<file path="src/rtl/gh_pred_pkg.sv">
package gh_pred_pkg;

    // Registered prediction presented at the block outputs.
    typedef struct packed {
        logic valid;
        logic taken;
    } pred_t;

endpackage

</file>
<file path="src/rtl/gh_index_hash.sv">
// Folds branch address bits with global history bits into a table index.
module gh_index_hash #(
    parameter int IDX_W  = 8,
    parameter int HUSE_W = 8
) (
    input  logic [IDX_W-1:0]  pc_bits_i,
    input  logic [HUSE_W-1:0] hist_bits_i,
    output logic [IDX_W-1:0]  idx_o
);

    logic [IDX_W-1:0] hist_ext;

    generate
        if (HUSE_W >= IDX_W) begin : g_hist_full
            assign hist_ext = hist_bits_i[IDX_W-1:0];
        end else begin : g_hist_pad
            assign hist_ext = {{(IDX_W-HUSE_W){1'b0}}, hist_bits_i};
        end
    endgenerate

    assign idx_o = pc_bits_i ^ hist_ext;

endmodule

</file>
<file path="src/rtl/gh_history_reg.sv">
// Shift register of resolved branch outcomes, newest in bit 0.
module gh_history_reg #(
    parameter int HIST_W = 12
) (
    input  logic              clk_i,
    input  logic              rst_ni,
    input  logic              shift_en_i,
    input  logic              outcome_i,
    output logic [HIST_W-1:0] hist_o
);

    logic [HIST_W-1:0] hist_d, hist_q;

    always_comb begin
        hist_d = hist_q;
        if (shift_en_i) begin
            hist_d = {hist_q[HIST_W-2:0], outcome_i};
        end
    end

    always_ff @(posedge clk_i or negedge rst_ni) begin
        if (!rst_ni) begin
            hist_q <= '0;
        end else begin
            hist_q <= hist_d;
        end
    end

    assign hist_o = hist_q;

endmodule

</file>
<file path="src/rtl/gh_counter_table.sv">
// Table of saturating direction counters: one combinational read, one write.
module gh_counter_table #(
    parameter int IDX_W    = 8,
    parameter int CTR_W    = 2,
    parameter int CTR_INIT = 1
) (
    input  logic             clk_i,
    input  logic             rst_ni,
    input  logic [IDX_W-1:0] rd_idx_i,
    output logic             rd_taken_o,
    input  logic             wr_en_i,
    input  logic [IDX_W-1:0] wr_idx_i,
    input  logic             wr_taken_i
);

    localparam int DEPTH = 1 << IDX_W;
    localparam logic [CTR_W-1:0] CTR_MAX   = {CTR_W{1'b1}};
    localparam logic [CTR_W-1:0] CTR_MIN   = '0;
    localparam logic [CTR_W-1:0] CTR_RESET = CTR_W'(CTR_INIT);

    logic [CTR_W-1:0] ctr_q [DEPTH];
    logic [CTR_W-1:0] ctr_d [DEPTH];
    logic [CTR_W-1:0] wr_cur;
    logic [CTR_W-1:0] wr_next;

    // Saturating step of the selected counter.
    always_comb begin
        wr_cur  = ctr_q[wr_idx_i];
        wr_next = wr_cur;
        if (wr_taken_i) begin
            if (wr_cur != CTR_MAX) begin
                wr_next = wr_cur + 1'b1;
            end
        end else begin
            if (wr_cur != CTR_MIN) begin
                wr_next = wr_cur - 1'b1;
            end
        end
    end

    always_comb begin
        ctr_d = ctr_q;
        if (wr_en_i) begin
            ctr_d[wr_idx_i] = wr_next;
        end
    end

    always_ff @(posedge clk_i or negedge rst_ni) begin
        if (!rst_ni) begin
            for (int i = 0; i < DEPTH; i++) begin
                ctr_q[i] <= CTR_RESET;
            end
        end else begin
            ctr_q <= ctr_d;
        end
    end

    // The upper bit of a counter is its direction.
    assign rd_taken_o = ctr_q[rd_idx_i][CTR_W-1];

endmodule

</file>
<file path="src/rtl/gh_dir_predictor.sv">
// Global-history branch direction predictor, top level.
module gh_dir_predictor #(
    parameter int IDX_W    = 8,
    parameter int PC_LSB   = 2,
    parameter int HIST_W   = 12,
    parameter int CTR_W    = 2,
    parameter int CTR_INIT = 1
) (
    input  logic                           clk_i,
    input  logic                           rst_ni,
    input  logic                           enable_i,
    input  logic                           lookup_valid_i,
    input  logic [PC_LSB+IDX_W-1:PC_LSB]   lookup_pc_i,
    input  logic                           resolve_valid_i,
    input  logic [PC_LSB+IDX_W-1:PC_LSB]   resolve_pc_i,
    input  logic                           resolve_taken_i,
    output logic                           pred_valid_o,
    output logic                           pred_taken_o
);

    import gh_pred_pkg::*;

    localparam int HUSE_W = (HIST_W < IDX_W) ? HIST_W : IDX_W;

    logic [HIST_W-1:0] hist_q;
    logic [IDX_W-1:0]  lk_idx;
    logic [IDX_W-1:0]  rs_idx;
    logic              lk_ctr_taken;
    logic              train_en;
    pred_t             pred_d, pred_q;

    assign train_en = resolve_valid_i & enable_i;

    gh_index_hash #(
        .IDX_W  (IDX_W),
        .HUSE_W (HUSE_W)
    ) u_lookup_hash (
        .pc_bits_i   (lookup_pc_i),
        .hist_bits_i (hist_q[HUSE_W-1:0]),
        .idx_o       (lk_idx)
    );

    gh_index_hash #(
        .IDX_W  (IDX_W),
        .HUSE_W (HUSE_W)
    ) u_resolve_hash (
        .pc_bits_i   (resolve_pc_i),
        .hist_bits_i (hist_q[HUSE_W-1:0]),
        .idx_o       (rs_idx)
    );

    gh_counter_table #(
        .IDX_W    (IDX_W),
        .CTR_W    (CTR_W),
        .CTR_INIT (CTR_INIT)
    ) u_table (
        .clk_i      (clk_i),
        .rst_ni     (rst_ni),
        .rd_idx_i   (lk_idx),
        .rd_taken_o (lk_ctr_taken),
        .wr_en_i    (train_en),
        .wr_idx_i   (rs_idx),
        .wr_taken_i (resolve_taken_i)
    );

    gh_history_reg #(
        .HIST_W (HIST_W)
    ) u_history (
        .clk_i      (clk_i),
        .rst_ni     (rst_ni),
        .shift_en_i (train_en),
        .outcome_i  (resolve_taken_i),
        .hist_o     (hist_q)
    );

    always_comb begin
        pred_d.valid = lookup_valid_i;
        pred_d.taken = lookup_valid_i & enable_i & lk_ctr_taken;
    end

    always_ff @(posedge clk_i or negedge rst_ni) begin
        if (!rst_ni) begin
            pred_q <= '0;
        end else begin
            pred_q <= pred_d;
        end
    end

    assign pred_valid_o = pred_q.valid;
    assign pred_taken_o = pred_q.taken;

endmodule

</file>
<file path="config.mk">
export PLATFORM = sky130hd
export DESIGN_NAME = gh_dir_predictor
export DESIGN_NICKNAME = d
export VERILOG_FILES = /design/src/rtl/gh_pred_pkg.sv /design/src/rtl/gh_index_hash.sv /design/src/rtl/gh_history_reg.sv /design/src/rtl/gh_counter_table.sv /design/src/rtl/gh_dir_predictor.sv
export SDC_FILE = /design/constraint.sdc
export NUM_CORES = 1
export LEC_CHECK = 0
export BUFFER_PORTS_ARGS = -buffer_cell sky130_fd_sc_hd__buf_2
export CAP_MARGIN = 5
export CORE_ASPECT_RATIO = 1.75
export CORE_MARGIN = 2
export CORE_UTILIZATION = 40
export CTS_CLUSTER_DIAMETER = 100
export DETAILED_ROUTE_END_ITERATION = 16
export GPL_ROUTABILITY_DRIVEN = 0
export HOLD_SLACK_MARGIN = 0.08
export PLACE_DENSITY = 0.56
export SLEW_MARGIN = 20
export SYNTH_ARGS = -nofsm -noshare
export SYNTH_HDL_FRONTEND = slang
export SYNTH_SLANG_ARGS = --single-unit
</file>
<file path="constraint.sdc">
create_clock -name clk_i -period 10.79 [get_ports clk_i]
set_input_delay 2.6975 -clock clk_i [delete_from_list [all_inputs] [get_ports clk_i]]
set_output_delay 2.6975 -clock clk_i [all_outputs]
set_load 0.01 [all_outputs]
</file>
---- Yosys cells after proc, flatten, opt, wreduce, memory -nomap -nowiden ----
Cells that the tools add are included.
operators by class
  add/subtract/negate cells ............... 2
  multipliers ............................. 0
  divide/modulo/power cells ............... 0
  magnitude comparators ................... 3
  eq/ne operators ......................... 1
  shifts and indexed selects .............. 0
  multiplexer cells ....................... 12
  bitwise logic cells ..................... 7
  reductions and logical operators ........ 2
operators with widths
  cell                                                         count
  bitwise mux 512 bit                                          1
  binary-select mux 2 bit (select 8 bit)                       2
  greater-or-equal comparator 9 bit (second input constant)    2
  NOT 8 -> 9 bit                                               2
  demux 2 bit (select 8 bit)                                   1
  two-way mux 2 bit                                            8
  XOR 8 bit                                                    2
  less-than comparator 9 x 1 -> 1 bit (second input constant)  1
  AND 1 bit                                                    3
  adder 2 x 1 -> 2 bit (second input constant)                 1
  inequality test 2 bit (second input constant)                1
  nonzero test 2 bit                                           1
  subtractor 2 x 1 -> 2 bit (second input constant)            1
  logical AND 1 bit                                            1
word-level totals
  bits in registers ....................... 522
  latch bits .............................. 0
  memory bits (writable) .................. 0
  bits in read-only memories .............. 0
  bits of input ports ..................... 22
  output and inout bits ................... 2
  word-level logic and storage cells ...... 286
  memories ................................ 0

---- Depth between registers and ports, before layout ----
Gate-level depths: netlist of run 1.
  depth after elaboration ................. 9
  depth in mapped cells ................... 15

---- By module ----
A second synthesis of run 1 with hierarchy kept.
unflattened totals
  cell total of the unflattened synthesis .. 2602
  area, all modules ....................... 28845.2 µm²
by module, submodules not included
  module            times used  cells an instance  area an instance (µm²)  sequential area each (µm²)
  gh_counter_table  1           2557               28158.3                 13132.6
  gh_history_reg    1           25                 484.2                   300.3
  gh_index_hash     2           8                  70.1                    0.0
  gh_dir_predictor  1           4                  62.6                    50.0

---- Worst setup path before layout of run 1 ----
Ideal clock, no wire load.
  path kind ............................... input to register
  from .................................... in lookup_pc_i[2] in the netlist's numbering
  to ...................................... reg pred_q, in the netlist pred_taken_o
  setup time .............................. 0.120 ns
  data arrival time ....................... 5.512 ns
  data required time ...................... 10.670 ns
  setup slack ............................. 5.159 ns
  cell stages on the path ................. 7
  cells stage by stage .................... xor2_2 > buf_2 > mux4_2 > mux4_2 > mux4_2 > mux4_2 > and3_1
RTL lines
  what                  RTL line                text
  start, declared       gh_dir_predictor.sv:13  input logic [PC_LSB+IDX_W-1:PC_LSB] lookup_pc_i,
  end signal, assigned  gh_dir_predictor.sv:85  pred_q <= pred_d;
  end, declared         gh_dir_predictor.sv:30  pred_t pred_d, pred_q;

---- Final worst setup path of run 1 ----
  from .................................... in resolve_pc_i[3] in the netlist's numbering
  to ...................................... reg u_table.ctr_q[394] in the netlist's numbering
on the way
  word-level cells in the longest chain between the ends .. 9
  elaborated cells between the ends (all ways) .. 18
  those cells by class .................... add/sub (2); order compare (2); eq/ne (1); mux (9); bitwise (2); reduce/logical (2)
RTL lines
  what                                                  RTL line                                        text
  start, declared                                       gh_dir_predictor.sv:15                          input logic [PC_LSB+IDX_W-1:PC_LSB] resolve_pc_i,
  XOR 8 bit (*)                                         gh_index_hash.sv:21                             assign idx_o = pc_bits_i ^ hist_ext;
  NOT 8 -> 9 bit (not written as such) (*)              gh_counter_table.sv:28, gh_counter_table.sv:44
  binary-select mux 2 bit (select 8 bit)                gh_counter_table.sv:28                          wr_cur = ctr_q[wr_idx_i];
  two-way mux 2 bit (not written as such) (2 in a row)  gh_counter_table.sv:28
  subtractor 2 x 1 -> 2 bit (tied with other cells)     gh_counter_table.sv:36                          wr_next = wr_cur - 1'b1;
  two-way mux 2 bit, on equally long branches           gh_counter_table.sv:35, gh_counter_table.sv:31
  two-way mux 2 bit                                     gh_counter_table.sv:30                          if (wr_taken_i) begin
  bitwise mux 512 bit (*)                               gh_counter_table.sv:44                          ctr_d[wr_idx_i] = wr_next;
  end signal, assigned                                  gh_counter_table.sv:54                          ctr_q <= ctr_d;
  end, declared                                         gh_counter_table.sv:21                          logic [CTR_W-1:0] ctr_q [DEPTH];
Every way passes the cells marked *; elsewhere a longest branch is shown, timed or not. The select of a mux whose other input is x is not followed.
A chain may end at the register's enable or synchronous reset.

==> results of run 1 <==
==> worst min-delay path by stage <==
stage,from,to,slack (ns),depth (start not counted)
after floorplan,u_table.ctr_q[58],u_table.ctr_q[58],0.46,2
after global placement,u_table.ctr_q[156],u_table.ctr_q[156],0.46,2
after detailed placement,u_table.ctr_q[314],u_table.ctr_q[314],0.47,2
after CTS,u_table.ctr_q[314],u_table.ctr_q[314],0.48,2
after global routing,u_table.ctr_q[448],u_table.ctr_q[448],0.49,2
final,u_table.ctr_q[450],u_table.ctr_q[450],0.48,2
==> synth_stat cells (11+ instances only) <==
master / instances / area (sq um)
dfrtp_1: 266 / 6660
mux2i_1: 11 / 110
nand3_1: 20 / 100
clkbuf_2: 20 / 100
a21oi_1: 32 / 160
mux4_2: 210 / 4730
nor2_1: 82 / 308
o31ai_1: 19 / 143
nand2_1: 813 / 3050
xnor2_1: 11 / 96.3
o21ai_0: 495 / 2480
nand4_1: 12 / 75.1
a22oi_1: 17 / 128
clkbuf_1: 62 / 233
dfstp_2: 256 / 6730
buf_2: 45 / 225
==> layer usage <==
layer  vias to the layer above  GRT usage  share of wire
li1                       8640          -              -
met1                      9763      0.297           0.37
met2                       604      0.430           0.51
met3                       230     0.0341          0.054
met4                         0      0.143          0.064
met5                         -          0              0
==> cells by family (layout without fill, tap and decap cells) <==
| family | after synthesis | count (layout) |
|---|---|---|
| DFF | 522 | 522 |
| muxes | 228 | 228 |
| buffers and inverters | 148 | 160 |
| adders and majority gates | 2 | 2 |
| AOI/OAI and AO/OA | 587 | 587 |
| xor gates and xnor gates | 24 | 24 |
| and+or+nand+nor | 943 | 943 |
==> final cells by class <==
class | count | area [sq um] | area share
Clock buffer | 71 | 1440 | 0.0499
Clock inverter | 21 | 345 | 0.0120
Inverter | 1 | 3.75 | 0.000130
Multi-Input combinational cell | 1784 | 12200 | 0.422
Sequential cell | 522 | 13400 | 0.463
Tap cell | 812 | 1020 | 0.0352
Timing Repair Buffer | 67 | 505 | 0.0175
==> stage by stage <==
step	instances	instance area, sq um
4_1_cts	3278	28900
3_5_place_dp	3186	27100
2_1_floorplan	2454	26100
6_report	3278	28900
5_1_grt	3278	28900
3_3_place_gp	3186	27100
==> critical path: cells and delay by family <==
family,cells,cell delay [ns]
mux,1,0.48
buf+inv,3,1.66
fa+ha+maj,1,0.69
simple gates,3,0.80
xor+xnor,1,0.17
compound gates,2,0.88
==> sequential cells by signal (all words and copies together) (netlist names) <==
register,cells
pred_valid_o,1
u_history.hist_o,8
pred_taken_o,1
u_table.ctr_q,512
==> report_power, final <==
part	switching (mW)	total (mW)	internal [mW]
Sequential	0.130	2.35	2.22
Clock	0.792	1.94	1.15
Combinational	1.18	1.64	0.458
Total	2.10	5.93	3.83
==> cells in the final DEF (no fill, tap or decap), types with 3 or more instances in the layout <==
master / count
o31ai_1: 19
clkinv_2: 7
nor3_1: 4
clkbuf_16: 51
xor2_4: 6
clkbuf_1: 11
nand2_1: 813
a21oi_1: 32
mux2_2: 7
mux2i_1: 11
a22oi_1: 17
nor2_1: 60
buf_12: 4
dfrtp_1: 266
buf_2: 22
or3_1: 3
nor4_2: 4
nor2_2: 9
nand4_1: 12
dfstp_2: 256
mux4_2: 210
nand3_1: 20
clkinvlp_4: 3
clkbuf_8: 9
nor2_4: 13
o21ai_0: 495
a41oi_1: 8
xor2_1: 6
buf_4: 40
xnor2_1: 9
bufinv_16: 9
==> out/metrics.csv, run 1 <==
stage;metric;value;unit
yosys;async_flop_share;1.00;
routing;route.vias.total;19237;
critical_path;crit_path_end_kind;flip-flop;
floorplanning;initial_cell_density_of_the_core;0.405;
yosys;synth-simple-area-share;0.139;
sta;max_slew.worst_pin.slew;1.07;ns
critical_path;cp_data_required_time;11.26;ns
routing;post_drt_wl_per_cell;24.8;um
critical_path;timing.reg2reg.setup_slack;5.15;ns
sta;max_slew_margin;0.286;
floorplanning;placementRows;123;
yosys;synthDistinctLibCells;44;
sta;final-hold-violation-count;0;
clock_network;cts.root.buffer_cell;clkbuf_16;
routing;detail-route-antenna-nets;0;
critical_path;worstSetupStartpointType;input pin;
sta;rsz0062_at_grt;no;
grt;number_of_antenna_violations_at_the_first_check_in_global_routing;0;
clock_network;htreeDepth;2;
critical_path;class_of_the_most_critical_setup_path;in2reg;
layout;num-fill-cells;6011;
routing;drt-pass1-iter-count;5;
clock_network;cts.hold.buffers_added;0;
placed_design;dpl_worst_slack;2.89;ns
yosys;mappedNetlistNets;2476;
routing;iteration_0_drc_count_of_the_detailed_router;1339;
grt;grt_max_degree;164;
critical_path;worst_path_largest_cell_delay;0.91;ns
floorplanning;area_of_the_placeable_core;64300;sq um
clock_network;cts_made_buffers;49;
floorplanning;die_x;197;um
critical_path;capturing_instance_or_port_of_the_critical_path;u_table.ctr_q[394];
yosys;postSynthAreaPerCell;10.6;sq um
sta;clock.fmax;0.138;GHz
yosys;synth_edf_count;0;
critical_path;slowest_stage;buf_4;
sta;hold-worst-slack;0.476;ns
clock_network;tritoncts;built;
sta;drv_slew;0;
layout;antenna_cells_inserted;0;
yosys;postSynthRegisterBits;522;
clock_network;clkSinkCount;522;
yosys;synth_top_family_by_area;multiplexers;
yosys;post_synth_mux_area_share;0.189;
yosys;synth_sequential_area_ratio;0.513;
layout;layout-area-overhead-vs-synth;10.8;%
pwr;irDropWorstVdd;0.114;mV
critical_path;setup.worst_path.start;resolve_pc_i[3];
critical_path;path_max_fanout;127;
run;max_cap_viol_count;0;
clock_network;ctsResizeCount;0;
critical_path;crit_arrival;7.71;ns
sta;final-setup-viol-count;0;
sta;setup_tns;0;ns
clock_network;clock_insertion_delay_worst_skew;0.61;ns
critical_path;reg2regPathDepth;10;
grt;grt_pass1_vias;20158;
layout;nNetsFinal;2447;
sta;period_minus_slack;7.24;ns
yosys;synth_compound_area_frac;0.119;
critical_path;cells_along_the_critical_path;buf_2 > xor2_4 > buf_12 > mux4_2 > or2_2 > a311oi_1 > nand4_1 > nor3_2 > maj3_4 > buf_4 > o21ai_0;
sta;clock-skew-final;0.0221;ns
layout;final_util;0.449;
grt;grt.total_usage;0.249;
layout;drive_gt1_frac;0.268;
grt;global_route.overflow_total;0;
critical_path;worstReg2RegEnd;u_table.ctr_q[394];
clock_network;cts.reportedPaths.clkPinSlew;0.06;ns
floorplanning;design.die.area;67300;sq um
sta;fin_crit_sh;0.671;
routing;wl;81300;um
grt;grt_first_pass_wirelength;126000;um
floorplanning;pin_count;24;
min_path;holdCritPathClass;reg2reg;
clock_network;clock_tree.buffer_depth;3;
yosys;synth_flop_type;dfrtp_1;
yosys;post_synth_xor_area_fraction;0.00979;
yosys;synthCells;2454;
yosys;synth.yosys.warnings;0;
pwr;power_density;205;nW/um^2
placed_design;io_buffers;23;
critical_path;crit-reg2reg-launch;u_history.hist_o[1];
sta;setup_slack;3.55;ns
placed_design;post-dp-hpwl;51300;um
clock_network;cts_setup_buffers;0;
floorplanning;die_y;342;um
routing;detail_route.drc_violations;0;
routing;viasPerCell;5.87;
outcome;outcome;finished clean;
yosys;mappedNetlistArea;26100;sq um
pwr;power;5.93;mW
pwr;p_leak;10.6;nW
yosys;synth_adder_area_share;0.000864;
Power figures use the tool's default switching activity.
==> inputs of run 2 (changes only) <==
clock period = 7.3 ns   (was 10.79 ns; I/O delays follow)
==> run 2 against run 1 <==
Effect of this change: cell count rose by 0.31%; hold slack lost 0.0011 ns; via count shrank 0.18%; worst setup slack worse by 1.9 ns; routed wire length up 0.21%; sequential share of layout area shrank 0.19 points; first-iteration DRC count fell by 3.6%; critical path depth increased by 1; final area is 0.42% higher; core utilization is 0.19 points higher; count of clock-buffer cells in the layout up 2; clock power up 42%.
==> out/metrics.csv, run 2 (same netlist as run 1, synthesis figures left out) <==
stage;metric;value;unit;change
outcome;outcome;finished clean;;unchanged
sta;period_minus_slack;5.68;ns;
critical_path;slowest_stage;maj3_4;;was buf_4
routing;post_drt_wl_per_cell;24.8;um;about the same
layout;antenna_cells_inserted;0;;unchanged
layout;final_util;0.451;;was 0.449
routing;detail_route.drc_violations;0;;unchanged
pwr;power_density;302;nW/um^2;was 205 nW/um^2
clock_network;clock_tree.buffer_depth;3;;unchanged
floorplanning;design.die.area;67300;sq um;unchanged
floorplanning;die_x;197;um;unchanged
clock_network;cts.reportedPaths.clkPinSlew;0.06;ns;about the same
routing;drt-pass1-iter-count;5;;unchanged
placed_design;dpl_worst_slack;1.10;ns;was 2.89 ns
placed_design;cell_count_after_placement;3200;;was 3186
layout;top_register_by_number_of_flip_flops;u_table.ctr_q;;unchanged
floorplanning;die_y;342;um;unchanged
routing;wl;81500;um;was 81300 um
sta;clock.fmax;0.176;GHz;
critical_path;category_of_cells_accounting_for_the_largest_share_of_critical_path_delay;buffers and inverters;;unchanged
sta;setup_slack;1.62;ns;was 3.55 ns
sta;hold-worst-slack;0.475;ns;was 0.476 ns
layout;post-route-cell-area;29000;sq um;was 28900 sq um
sta;max_slew.worst_pin.slew;1.06;ns;was 1.07 ns
sta;final-setup-viol-count;0;;unchanged
grt;grt_max_degree;150;;was 164
min_path;holdCritPathClass;reg2reg;;unchanged
grt;grt_first_pass_wirelength;125000;um;was 126000 um
sta;setup_tns;0;ns;unchanged
floorplanning;pin_count;24;;unchanged
layout;most_common_cell_after_layout_fill_and_taps_aside;nand2_1;;unchanged
sta;clock-skew-final;0.0276;ns;was 0.0221 ns
clock_network;tritoncts;built;;unchanged
layout;drive_gt1_frac;0.269;;was 0.268
layout;nNetsFinal;2461;;was 2447
grt;number_of_antenna_violations_at_the_first_check_in_global_routing;0;;unchanged
floorplanning;area_of_the_placeable_core;64300;sq um;unchanged
pwr;p_leak;10.7;nW;was 10.6 nW
clock_network;cts_made_buffers;49;;unchanged
clock_network;clkSinkCount;522;;unchanged
routing;iteration_0_drc_count_of_the_detailed_router;1291;;was 1339
critical_path;path_max_fanout;112;;was 127
grt;grt.total_usage;0.248;;was 0.249
routing;detail-route-antenna-nets;0;;unchanged
layout;layout-area-overhead-vs-synth;11.2;%;was 10.8%
critical_path;worstPathBufferInverterCount;3;;unchanged
critical_path;cells_along_the_critical_path;buf_2 > xor2_4 > buf_12 > mux4_2 > nand2_1 > nand4_1 > a22oi_1 > nand4_1 > nor3_2 > maj3_4 > buf_12 > o21ai_0;;was buf_2 > xor2_4 > buf_12 > mux4_2 > or2_2 > a311oi_1 > nand4_1 > nor3_2 > maj3_4 > buf_4 > o21ai_0
layout;largest_register_ff_count;512;;unchanged
run;max_cap_viol_count;0;;unchanged
clock_network;htreeDepth;2;;unchanged
sta;drv_slew;0;;unchanged
clock_network;cts.root.buffer_cell;clkbuf_16;;unchanged
layout;most-common-layout-cells;813 x nand2_1, 495 x o21ai_0, 266 x dfrtp_1, 256 x dfstp_2, 210 x mux4_2;;unchanged
critical_path;crit_path_end_kind;flip-flop;;unchanged
critical_path;class_of_the_most_critical_setup_path;in2reg;;unchanged
sta;fin_crit_sh;0.778;;
sta;rsz0062_at_grt;no;;unchanged
critical_path;worstSetupStartpointType;input pin;;unchanged
grt;global_route.overflow_total;0;;unchanged
placed_design;io_buffers;23;;unchanged
routing;viasPerCell;5.84;;was 5.87
critical_path;crit_arrival;6.17;ns;was 7.71 ns
floorplanning;placementRows;123;;unchanged
pwr;power;8.76;mW;was 5.93 mW
grt;grt_pass1_vias;19789;;was 20.2k
clock_network;clock_insertion_delay_worst_skew;0.60;ns;was 0.61 ns
layout;final-instance-count-excl-fill;3288;;was 3278
critical_path;worst_path_largest_cell_delay;0.84;ns;was 0.91 ns
floorplanning;initial_cell_density_of_the_core;0.405;;unchanged
clock_network;cts_setup_buffers;0;;unchanged
placed_design;placed_area;27300;sq um;was 27100 sq um
placed_design;post-dp-hpwl;52300;um;was 51300 um
clock_network;ctsResizeCount;0;;unchanged
sta;max_slew_margin;0.287;;was 0.286
sta;final-hold-violation-count;0;;unchanged
critical_path;cp_data_required_time;7.79;ns;was 11.26 ns
routing;route.vias.total;19203;;about the same
layout;num-fill-cells;6022;;was 6011
clock_network;cts.hold.buffers_added;0;;unchanged
pwr;irDropWorstVdd;0.172;mV;was 0.114 mV
-- run 2: per-layer routing --
| layer | GRT usage | routed length, um |
|---|---|---|
| met2 | 0.424 | 40800 |
| met5 | 0 | 0 |
| met4 | 0.150 | 5450 |
| met1 | 0.295 | 30500 |
| met3 | 0.0383 | 4760 |
-- run 2: area by class of cell --
| cell class | count | area [sq um] | share of cell area |
|---|---|---|---|
| clock buffers | 73 | 1440 | 0.0495 |
| clock inverters | 15 | 260 | 0.00897 |
| inverters | 1 | 3.75 | 0.000129 |
| multi-input cells | 1784 | 12200 | 0.419 |
| flip-flops and latches | 522 | 13400 | 0.462 |
| well taps | 812 | 1020 | 0.0350 |
| repair buffers | 81 | 736 | 0.0254 |
-- run 2: worst reg2reg max path, stage by stage (launching register included) --
cell and delay (ns):
dfrtp_1 0.59, xor2_4 0.34, buf_12 0.38, mux4_2 0.64, nand2_1 0.10, nand4_1 0.25
a22oi_1 0.39, nand4_1 0.21, nor3_2 0.30, maj3_4 0.84, buf_12 0.49, o21ai_0 0.29
-- run 2: where the power goes --
group | internal (mW) | switching [mW] | total [mW]
Combinational | 0.742 | 1.78 | 2.52
Sequential | 3.28 | 0.191 | 3.47
Clock | 1.61 | 1.16 | 2.76
Total | 5.63 | 3.13 | 8.76
-- run 2: worst paths after layout --
path	start	to	slack, ns	cells past startpoint
min in group asynchronous	rst_ni	u_table.ctr_q[235]	1.29	1
worst min-delay path	u_table.ctr_q[398]	u_table.ctr_q[398]	0.48	2
worst max register to register	u_history.hist_o[0]	u_table.ctr_q[380]	2.37	11
worst max-delay path	resolve_pc_i[2]	u_table.ctr_q[380]	1.62	12
worst min register to register	u_table.ctr_q[398]	u_table.ctr_q[398]	0.48	2
max in group asynchronous	rst_ni	u_table.ctr_q[209]	4.66	2
